==> config.mk <==
export PLATFORM = sky130hd
export DESIGN_NAME = adc_conv_ctrl
export DESIGN_NICKNAME = d
export VERILOG_FILES = /design/src/rtl/adc_ctrl_pkg.sv /design/src/rtl/adc_seq.sv /design/src/rtl/adc_regs.sv /design/src/rtl/adc_conv_ctrl.sv
export SDC_FILE = /design/constraint.sdc
export NUM_CORES = 1
export LEC_CHECK = 0
export ABC_AREA = 1
export BUFFER_PORTS_ARGS = -buffer_cell sky130_fd_sc_hd__buf_4
export CAP_MARGIN = 20
export CORE_MARGIN = 1.5
export CORE_UTILIZATION = 47
export DETAILED_ROUTE_END_ITERATION = 12
export HOLD_SLACK_MARGIN = 0.15
export PLACE_DENSITY_LB_ADDON = 0.25
export SYNTH_ARGS = -nofsm -noshare
export SYNTH_HDL_FRONTEND = slang
export SYNTH_SLANG_ARGS = --single-unit
==> constraint.sdc <==
create_clock -name clk -period 1.5 [get_ports clk]
set_clock_uncertainty 0.2 [all_clocks]
set_input_delay 0.3 -clock clk [delete_from_list [all_inputs] [get_ports clk]]
set_output_delay 0.3 -clock clk [all_outputs]
set_load 0.005 [all_outputs]
==> src/rtl/adc_ctrl_pkg.sv <==
package adc_ctrl_pkg;
  typedef enum logic [1:0] {
    ST_IDLE   = 2'd0,
    ST_SETTLE = 2'd1,
    ST_SAMPLE = 2'd2
  } seq_state_t;

  localparam logic [1:0] ADDR_CTRL = 2'd0;
  localparam logic [1:0] ADDR_DATA = 2'd1;
  localparam logic [1:0] ADDR_STAT = 2'd2;
  localparam logic [1:0] ADDR_IEN  = 2'd3;
endpackage

==> src/rtl/adc_seq.sv <==
module adc_seq
  import adc_ctrl_pkg::*;
#(
  parameter int DATA_W        = 16,
  parameter int SETTLE_CYCLES = 64
) (
  input  logic              clk,
  input  logic              rst_n,
  input  logic              start,
  input  logic              start_dly,
  input  logic              ch_ok,
  input  logic              adc_ack,
  input  logic [DATA_W-1:0] adc_sample,
  output logic              busy,
  output logic              adc_req,
  output logic              done_pulse,
  output logic [DATA_W-1:0] result
);
  localparam int CNT_W = $clog2(SETTLE_CYCLES + 1);
  localparam logic [CNT_W-1:0] CNT_LAST = CNT_W'(SETTLE_CYCLES - 1);

  seq_state_t       state_q, state_d;
  logic [CNT_W-1:0] cnt_q, cnt_d;

  always_comb begin
    state_d    = state_q;
    cnt_d      = cnt_q;
    done_pulse = 1'b0;
    case (state_q)
      ST_IDLE: begin
        if (start) begin
          cnt_d   = '0;
          state_d = start_dly ? ST_SETTLE : ST_SAMPLE;
        end
      end
      ST_SETTLE: begin
        if (cnt_q == CNT_LAST) state_d = ST_SAMPLE;
        else                   cnt_d   = cnt_q + 1'b1;
      end
      ST_SAMPLE: begin
        if (!ch_ok || adc_ack) begin
          done_pulse = 1'b1;
          state_d    = ST_IDLE;
        end
      end
      default: state_d = ST_IDLE;
    endcase
  end

  always_ff @(posedge clk or negedge rst_n) begin
    if (!rst_n) begin
      state_q <= ST_IDLE;
      cnt_q   <= '0;
    end else begin
      state_q <= state_d;
      cnt_q   <= cnt_d;
    end
  end

  assign busy    = (state_q != ST_IDLE);
  assign adc_req = (state_q == ST_SAMPLE) && ch_ok;
  assign result  = ch_ok ? {~adc_sample[DATA_W-1], adc_sample[DATA_W-2:0]} : '0;

  // settle counter never exceeds the programmed window
  p_cnt_bound_r4: assert property (@(posedge clk) disable iff (!rst_n)
    (state_q == ST_SETTLE) |-> (cnt_q < CNT_W'(SETTLE_CYCLES)));

  // request held until acknowledged
  p_req_hold_r10: assert property (@(posedge clk) disable iff (!rst_n)
    (adc_req && !adc_ack) |=> adc_req);
endmodule

==> src/rtl/adc_regs.sv <==
module adc_regs
  import adc_ctrl_pkg::*;
#(
  parameter int DATA_W   = 16,
  parameter int IDX_W    = 4,
  parameter int NUM_CH   = 10,
  parameter int DONE_BIT = 2
) (
  input  logic              clk,
  input  logic              rst_n,
  input  logic              reg_wr,
  input  logic [1:0]        reg_addr,
  input  logic [DATA_W-1:0] reg_wdata,
  output logic [DATA_W-1:0] reg_rdata,
  input  logic              busy,
  input  logic              done_pulse,
  input  logic [DATA_W-1:0] result,
  output logic [IDX_W-1:0]  ctrl_idx,
  output logic [NUM_CH-1:0] ctrl_en,
  output logic              start,
  output logic              start_dly,
  output logic              irq
);
  localparam int EN_LSB  = IDX_W + 1;
  localparam int DLY_BIT = EN_LSB + NUM_CH;

  logic [DATA_W-1:1] ctrl_q, ctrl_d;
  logic [DATA_W-1:0] data_q, data_d;
  logic              done_q, done_d;
  logic              ien_q, ien_d;
  logic              wr_ctrl, wr_stat, wr_ien;

  assign wr_ctrl = reg_wr && (reg_addr == ADDR_CTRL) && !busy;
  assign wr_stat = reg_wr && (reg_addr == ADDR_STAT);
  assign wr_ien  = reg_wr && (reg_addr == ADDR_IEN);

  assign start     = wr_ctrl && reg_wdata[0];
  assign start_dly = reg_wdata[DLY_BIT];

  always_comb begin
    ctrl_d = ctrl_q;
    data_d = data_q;
    done_d = done_q;
    ien_d  = ien_q;
    if (wr_ctrl)                        ctrl_d = reg_wdata[DATA_W-1:1];
    if (done_pulse)                     data_d = result;
    if (wr_stat && reg_wdata[DONE_BIT]) done_d = 1'b0;
    if (done_pulse)                     done_d = 1'b1;
    if (wr_ien)                         ien_d  = reg_wdata[DONE_BIT];
  end

  always_ff @(posedge clk or negedge rst_n) begin
    if (!rst_n) begin
      ctrl_q <= '0;
      data_q <= '0;
      done_q <= 1'b0;
      ien_q  <= 1'b0;
    end else begin
      ctrl_q <= ctrl_d;
      data_q <= data_d;
      done_q <= done_d;
      ien_q  <= ien_d;
    end
  end

  assign ctrl_idx = ctrl_q[IDX_W:1];
  assign ctrl_en  = ctrl_q[DLY_BIT-1:EN_LSB];
  assign irq      = done_q && ien_q;

  always_comb begin
    reg_rdata = '0;
    case (reg_addr)
      ADDR_CTRL: reg_rdata = {ctrl_q, 1'b0};
      ADDR_DATA: reg_rdata = data_q;
      ADDR_STAT: reg_rdata[DONE_BIT] = done_q;
      default:   reg_rdata[DONE_BIT] = ien_q;
    endcase
  end

  // control fields frozen while a conversion is running
  p_ctrl_frozen_r3: assert property (@(posedge clk) disable iff (!rst_n)
    busy |=> $stable(ctrl_q));

  // done flag rises only after a completion
  p_done_set_r7: assert property (@(posedge clk) disable iff (!rst_n)
    $rose(done_q) |-> $past(done_pulse));

  // a write-1 clear without a concurrent completion drops the flag
  p_w1c_r7: assert property (@(posedge clk) disable iff (!rst_n)
    (reg_wr && reg_addr == ADDR_STAT && reg_wdata[DONE_BIT] && !done_pulse) |=> !done_q);

  // data register moves only on completion
  p_data_update_r5: assert property (@(posedge clk) disable iff (!rst_n)
    !$stable(data_q) |-> $past(done_pulse));
endmodule

==> src/rtl/adc_conv_ctrl.sv <==
module adc_conv_ctrl
  import adc_ctrl_pkg::*;
#(
  parameter int DATA_W        = 16,
  parameter int IDX_W         = 4,
  parameter int NUM_CH        = 10,
  parameter int DONE_BIT      = 2,
  parameter int SETTLE_CYCLES = 64
) (
  input  logic              clk,
  input  logic              rst_n,
  input  logic              reg_wr,
  input  logic [1:0]        reg_addr,
  input  logic [DATA_W-1:0] reg_wdata,
  output logic [DATA_W-1:0] reg_rdata,
  output logic              irq,
  output logic              adc_req,
  output logic [IDX_W-1:0]  adc_chan,
  input  logic              adc_ack,
  input  logic [DATA_W-1:0] adc_sample
);
  localparam int IDX_SPAN = 1 << IDX_W;

  logic              rst_meta, rst_sync;
  logic              busy, done_pulse, start, start_dly, ch_ok;
  logic [DATA_W-1:0] result;
  logic [NUM_CH-1:0] ctrl_en;
  logic [IDX_SPAN-1:0] en_pad;

  always_ff @(posedge clk or negedge rst_n) begin
    if (!rst_n) begin
      rst_meta <= 1'b0;
      rst_sync <= 1'b0;
    end else begin
      rst_meta <= 1'b1;
      rst_sync <= rst_meta;
    end
  end

  for (genvar i = 0; i < IDX_SPAN; i++) begin : g_en
    if (i < NUM_CH) begin : g_real
      assign en_pad[i] = ctrl_en[i];
    end else begin : g_none
      assign en_pad[i] = 1'b0;
    end
  end

  assign ch_ok = en_pad[adc_chan];

  adc_regs #(
    .DATA_W(DATA_W), .IDX_W(IDX_W), .NUM_CH(NUM_CH), .DONE_BIT(DONE_BIT)
  ) u_regs (
    .clk(clk), .rst_n(rst_sync),
    .reg_wr(reg_wr), .reg_addr(reg_addr), .reg_wdata(reg_wdata), .reg_rdata(reg_rdata),
    .busy(busy), .done_pulse(done_pulse), .result(result),
    .ctrl_idx(adc_chan), .ctrl_en(ctrl_en),
    .start(start), .start_dly(start_dly), .irq(irq)
  );

  adc_seq #(
    .DATA_W(DATA_W), .SETTLE_CYCLES(SETTLE_CYCLES)
  ) u_seq (
    .clk(clk), .rst_n(rst_sync),
    .start(start), .start_dly(start_dly), .ch_ok(ch_ok),
    .adc_ack(adc_ack), .adc_sample(adc_sample),
    .busy(busy), .adc_req(adc_req), .done_pulse(done_pulse), .result(result)
  );

  // a conversion never starts while one is already running
  p_single_conv_r2: assert property (@(posedge clk) disable iff (!rst_sync)
    busy |-> !start);
endmodule

==> summary.md, run 1 <==
| Metric | Value |
|---|---|
| Status | finished with violations |
| Violated checks | design-rule violations, negative setup slack |
| Port Buffers | 59 |
| RSZ-0062 raised after global routing | yes |
| Setup TNS | -15.60 ns |
| Worst-Skew Late Latency | 0.30 ns |
| H-tree depth | 2 |
| Final ANT Viol Nets | 0 |
| YS warnings | 0 |
| Clk buf depth | 2 |
| Inserted Clock Buffers | 5 |
| Gpl congestion | between 0.8 and 0.9 |
| Vias in the first global route | 2590 |
| Post-Place Cell Area | 0.00303 mm^2 |
| Req. time, crit path | 1.00 ns |
| DR vias/cell | about 6.3 |
| First-pass GRT wire length | between 10 and 15 mm |
| Remaining global-route overflow | 0 |
| Reg clk slew, reported paths | 0.09 ns |
| Worst path slowest cell | dfrtp_2 |
| Final nets | 472 |
| Synth-to-Final Area Change | 92.2% |
| Tmin final | 2.15 ns |
| Post-synthesis cell type count | 30 |
| P per Cell Area | around 560 mW/mm^2 |
| CTS tree | built |
| Post-synth top flop | dfrtp_1 |
| Ys async rst share | 1.00 |
| Critical path class | register to primary output |
| Area taken by multi-input logic gates | 0.00132 mm^2 |
| Sequential share of the synthesized area | 0.494 |
| Worst IR Drop VDD | around 0.00076 V |
| Final Non-Filler Cells | just under 500 |
| Initial antenna violation count | 0 |
| Worst Reg-to-Reg Cells | 11 |
| DIE AREA | 0.00516 mm^2 |
| CTS Sinks | 44 |
| Largest net degree at the start of global routing | 43 |
| Reg-to-reg startpoint | u_regs.ctrl_q[1] |
| Leakage | 2.17 nW |
| Syn Nets | 316 |
| Synthesized flop and latch total | 44 |
| WHS Path Cells | 0 |
| Die height | a little over 70 um |
| Register area | 0.00110 mm^2 |
| Hold EP | rst_sync |
| Cell Area, Synth | between 0.002 and 0.0025 mm^2 |
| Residual DRC | 3 |
| Placed Cells incl. Taps | 417 |
| Overall Power | 2.38 mW |
| Cell Rows | 24 |
| Post-Syn Instances | 277 |
| Commonest non-fill, non-tap cells in the layout | buf_4, nand2_1, dfrtp_1 |
| Critical path endpoint category | primary output |
| Avg Cell Area, Syn | 8.04 um^2 |
| Final WL | 11.3 mm |
| Min-delay src | rst_meta |
| Commonest non-fill, non-tap cell in the layout | buf_4 |
| Antenna diode count | 0 |
| CP max FO | 8 |
| DP Worst Slack | -0.289 ns |
| Final Max Tran Viols | 0 |
| CTS root buffer | clkbuf_8 |
| Vias | 3056 |
| Initial Util | 0.501 |
| Setup Viol. Count Final | between 50 and 60 |
| First DRT Iteration DRCs | around 330 |
| Core area | 0.00444 mm^2 |
| Final hold vios | 0 |
| F_max | 465 MHz |
| # Max-Cap Violations | 0 |
| FF-to-FF setup slack | -0.58 ns |
| Filler cell count | 93 |
| Crit path launch type | register |
| Final core occ | 0.963 |
| Drt first pass iters | 9 |
| All-Layer GR Usage | 0.309 |
| Routed len/inst | roughly 23 um |
| Critical Path AT | 1.65 ns |
| DP Wirelength | 4.19 mm |
| Crit path largest cell delay | 0.49 ns |
| Worst Hold Class | register to register |
| Tcrit/Tclk final | 1.43 |
| Final Instance Area | approximately 0.0043 mm^2 |
| PnR worst setup slack | -0.651 ns |
| Crit-path cells | inv_4 -> nand2_2 -> nand3_1 -> nand3_2 -> nand3_4 -> a21boi_4 -> buf_6 |
| Hold WS | 0.162 ns |
| DIE WIDTH | between 70 and 80 um |
| Layout cell share with drive strength beyond 1 | 0.518 |
| Critical R2R Capture | u_regs.data_q[9] |
| Post-synth EDFFs | 0 |
| IO Count | 60 |
flip-flops by register name, summed over array words and instances, names as in the netlist:
signal	flops
rst_meta	1
rst_sync	1
u_regs.ctrl_q	15
u_seq.state_q	2
u_regs.done_q	1
u_seq.cnt_q	7
u_regs.ien_q	1
u_regs.data_q	16
worst max-delay path: cells and delay by family (launching register included):
family	cells	cell delay, ns
flip-flops	1	0.49
AND/OR/NAND/NOR	4	0.46
buffers and inverters	2	0.20
AO/OA/AOI/OAI	1	0.19
cells by family (layout without fill, tap and decap cells):
kind of cell | Yosys count | count (layout) | share of synthesized area
and+or+nand+nor | 145 | 146 | 0.303
DFF | 44 | 44 | 0.494
xor gates and xnor gates | 1 | 1 | 0.00393
buffers and inverters | 45 | 201 | 0.0904
adders and majority gates | 1 | 1 | 0.00562
AOI/OAI and AO/OA | 40 | 40 | 0.101
other | 1 | 1 | 0.00168
routing by layer:
metal | track usage | wire length (um) | vias up
met5 | 0 | 0 | -
met3 | 0.0577 | 1050 | 86
met2 | 0.564 | 5660 | 288
met4 | 0.107 | 833 | 0
li1 | - | - | 1211
met1 | 0.362 | 3800 | 1471
power breakdown:
group / switching [mW] / total [mW] / internal [mW]
registers: 0.00470 / 1.20 / 1.19
clock network: 0.409 / 0.831 / 0.421
logic: 0.160 / 0.357 / 0.198
synth_stat cells (all sizes together), types with 2 or more instances:
master  number  area [um^2]
a21boi       2         26.3
a21oi        4         20.0
buf         10         70.1
clkbuf       4         15.0
dfrtp       44         1100
inv         31          116
nand2       83          329
nand3       49          278
nor2        10         50.1
o21ai       31          155
worst max path at each step:
stage,start,to
floorplan,u_regs.ctrl_q[1],adc_req
global placement,u_regs.ctrl_q[1],u_regs.data_q[3]
detailed placement,u_regs.ctrl_q[1],u_regs.data_q[5]
CTS,u_regs.ctrl_q[1],adc_req
global route,u_regs.ctrl_q[1],adc_req
finish,u_regs.ctrl_q[1],adc_req
area by class of cell:
cell class / instances / share of cell area
well taps: 52 / 0.0152
repair buffers: 161 / 0.359
inverters: 31 / 0.0345
clock buffers: 8 / 0.0234
repair inverters: 1 / 0.00175
flip-flops and latches: 44 / 0.258
multi-input cells: 189 / 0.309
timing repair:
item / in CTS / in global routing
buffers inserted: 10 / 13
hold buffers: 38 / 0
setup endpoints to repair: 44 / 59
pin swaps: 18 / 25
gates cloned: 3 / 2
resized for setup: 60 / 118
endpoints found under the hold margin: 76 / 0
(Power assumes the default switching activity.)
==> inputs of run 2 (changes only) <==
- REMOVE_ABC_BUFFERS: unset -> 1
==> summary.md, run 2 (same netlist as run 1, synthesis figures left out) <==
| Metric | Value |
|---|---|
| Initial antenna violation count | 0 (unchanged) |
| Residual DRC | 2 (-1) |
| Reg clk slew, reported paths | 0.08 ns (about the same) |
| Min-delay src | rst_meta |
| Gpl congestion | 0.805 (-9.4%) |
| DP Wirelength | 4.16 mm (-0.67%) |
| DIE WIDTH | 71.8 um (unchanged) |
| Setup Viol. Count Final | 58 (unchanged) |
| PnR worst setup slack | -0.591 ns (+0.0600 ns) |
| IO Count | 60 (unchanged) |
| H-tree depth | 2 (unchanged) |
| Clk buf depth | 2 (unchanged) |
| Inserted Clock Buffers | 5 (unchanged) |
| Critical path class | register to primary output |
| Remaining global-route overflow | 0 (unchanged) |
| All-Layer GR Usage | 0.305 (-0.00399) |
| # Max-Cap Violations | 0 (unchanged) |
| Port Buffers | 59 (unchanged) |
| CP max FO | 8 (unchanged) |
| Hold EP | rst_sync |
| Regs by FF count | u_regs.data_q (16), u_regs.ctrl_q (15), u_seq.cnt_q (7) |
| Layout cell share with drive strength beyond 1 | 0.516 (-0.00252) |
| Max reg flops | 16 (unchanged) |
| Final Max Tran Viols | 0 (unchanged) |
| Final hold vios | 0 (unchanged) |
| Vias | 2972 (-2.7%) |
| F_max | 478 MHz (+2.9%) |
| Filler cell count | 108 (+16%) |
| Final ANT Viol Nets | 0 (unchanged) |
| Worst-Skew Late Latency | 0.31 ns (about the same) |
| Routed len/inst | 22.2 um (-4.7%) |
| Reg-to-reg startpoint | u_regs.ctrl_q[1] |
| Worst Hold Class | register to register |
| Core area | 0.00444 mm^2 (unchanged) |
| RSZ-0062 raised after global routing | yes |
| CTS root buffer | clkbuf_8 |
| First DRT Iteration DRCs | 397 (+22%) |
| P per Cell Area | 555 mW/mm^2 (-0.35%) |
| Status | finished with violations |
| DR vias/cell | 6.04 (-3.9%) |
| CTS Sinks | 44 (unchanged) |
| Leakage | 2.12 nW (-2.1%) |
| Violated checks | design-rule violations, negative setup slack |
| Commonest non-fill, non-tap cell in the layout | buf_4 |
| Hold WS | 0.191 ns (+0.0290 ns) |
| Critical Path AT | 1.59 ns (-0.06 ns) |
| Antenna diode count | 0 (unchanged) |
| Final nets | 478 (+1.3%) |
| First-pass GRT wire length | 12.0 mm (-2.0%) |
| Final WL | 10.9 mm (-3.5%) |
| Commonest non-fill, non-tap cells in the layout | buf_4, nand2_1, dfrtp_1 |
| Worst Reg-to-Reg Cells | 11 (unchanged) |
| Crit path launch type | register |
| Placed Cells incl. Taps | 418 (+0.24%) |
| CTS tree | built |
| Final Non-Filler Cells | 492 (+1.2%) |
| Die height | 71.8 um (unchanged) |
| Worst IR Drop VDD | 0.000630 V (-17%) |
| Synth-to-Final Area Change | 89.9% |
| Req. time, crit path | 1.00 ns (about the same) |
| Tcrit/Tclk final | 1.39 (-0.0400) |
| Cell Rows | 24 (unchanged) |
| Tmin final | 2.09 ns (-0.0600 ns) |
| Initial Util | 0.501 (unchanged) |
| Critical R2R Capture | u_regs.data_q[4] |
| FF-to-FF setup slack | -0.51 ns (+0.07 ns) |
| WHS Path Cells | 0 (unchanged) |
| Largest net degree at the start of global routing | 43 (unchanged) |
| Vias in the first global route | 2518 (-2.8%) |
| Critical path endpoint category | primary output |
| DP Worst Slack | -0.221 ns (+0.0686 ns) |
| Register with the most flip-flops | u_regs.data_q |
| Drt first pass iters | 12 (+3) |
| DIE AREA | 0.00516 mm^2 (unchanged) |
[run 2: what timing repair did]
action / CTS / global route
setup buffers: 10 / 14
gates cloned: 3 / 4
gates resized for setup: 67 / 87
hold endpoints to repair: 76 / 0
hold buffers: 36 / 0
pin swaps: 18 / 18
endpoints found under the setup margin: 53 / 59
[run 2: area by class of cell]
type,instances,area (um^2),share of cell area
timing repair inverter,1,7.51,0.00178
clock buffer,8,90.1,0.0213
sequential,44,1100,0.261
timing repair buffer,166,1570,0.371
tap,52,65.1,0.0154
inverter,31,143,0.0337
multi-input combinational,190,1250,0.296
[run 2: power breakdown]
part	internal [mW]	switching (mW)	leakage, nW
sequential	1.19	0.00509	0.531
combinational	0.200	0.152	1.55
clock	0.377	0.421	0.0455
[run 2: metrics by stage]
step | area [um^2] | total power [mW] | setup TNS [ns] | utilization
finish | 4230 | 2.35 | -13.84 | 0.952
detailed placement | 3020 | 1.42 | -6.19 | 0.679
global placement | 3020 | 1.42 | -4.78 | 0.679
global route | 4230 | 2.40 | -15.31 | 0.952
floorplan | 2140 | 1.27 | -2.08 | -
CTS | 3760 | 2.27 | -5.65 | 0.847
[run 2: worst max-delay path by stage]
stage,from,end,slack (ns),cells after the start
after floorplan,u_regs.ctrl_q[1],adc_req,-0.12,6
after global placement,u_seq.cnt_q[0],u_seq.state_q[1],-0.16,8
after detailed placement,u_seq.cnt_q[0],u_seq.state_q[1],-0.22,8
after CTS,u_regs.ctrl_q[1],adc_req,-0.45,7
after global routing,u_regs.ctrl_q[1],adc_req,-0.60,7
final,u_regs.ctrl_q[1],adc_req,-0.59,7
[run 2: worst max-delay path, cell delays in order, from the launching register on]
cell      delay [ns]
dfrtp_2         0.49
inv_4           0.08
nand2_2         0.10
nand3_2         0.10
nand3_2         0.11
nand3_4         0.09
a21boi_4        0.20
buf_6           0.12
[run 2: per-layer routing]
metal	part of all wire	global-route usage
met1	0.35	0.392
met2	0.50	0.520
met3	0.092	0.0619
met4	0.059	0.0922
met5	0	0
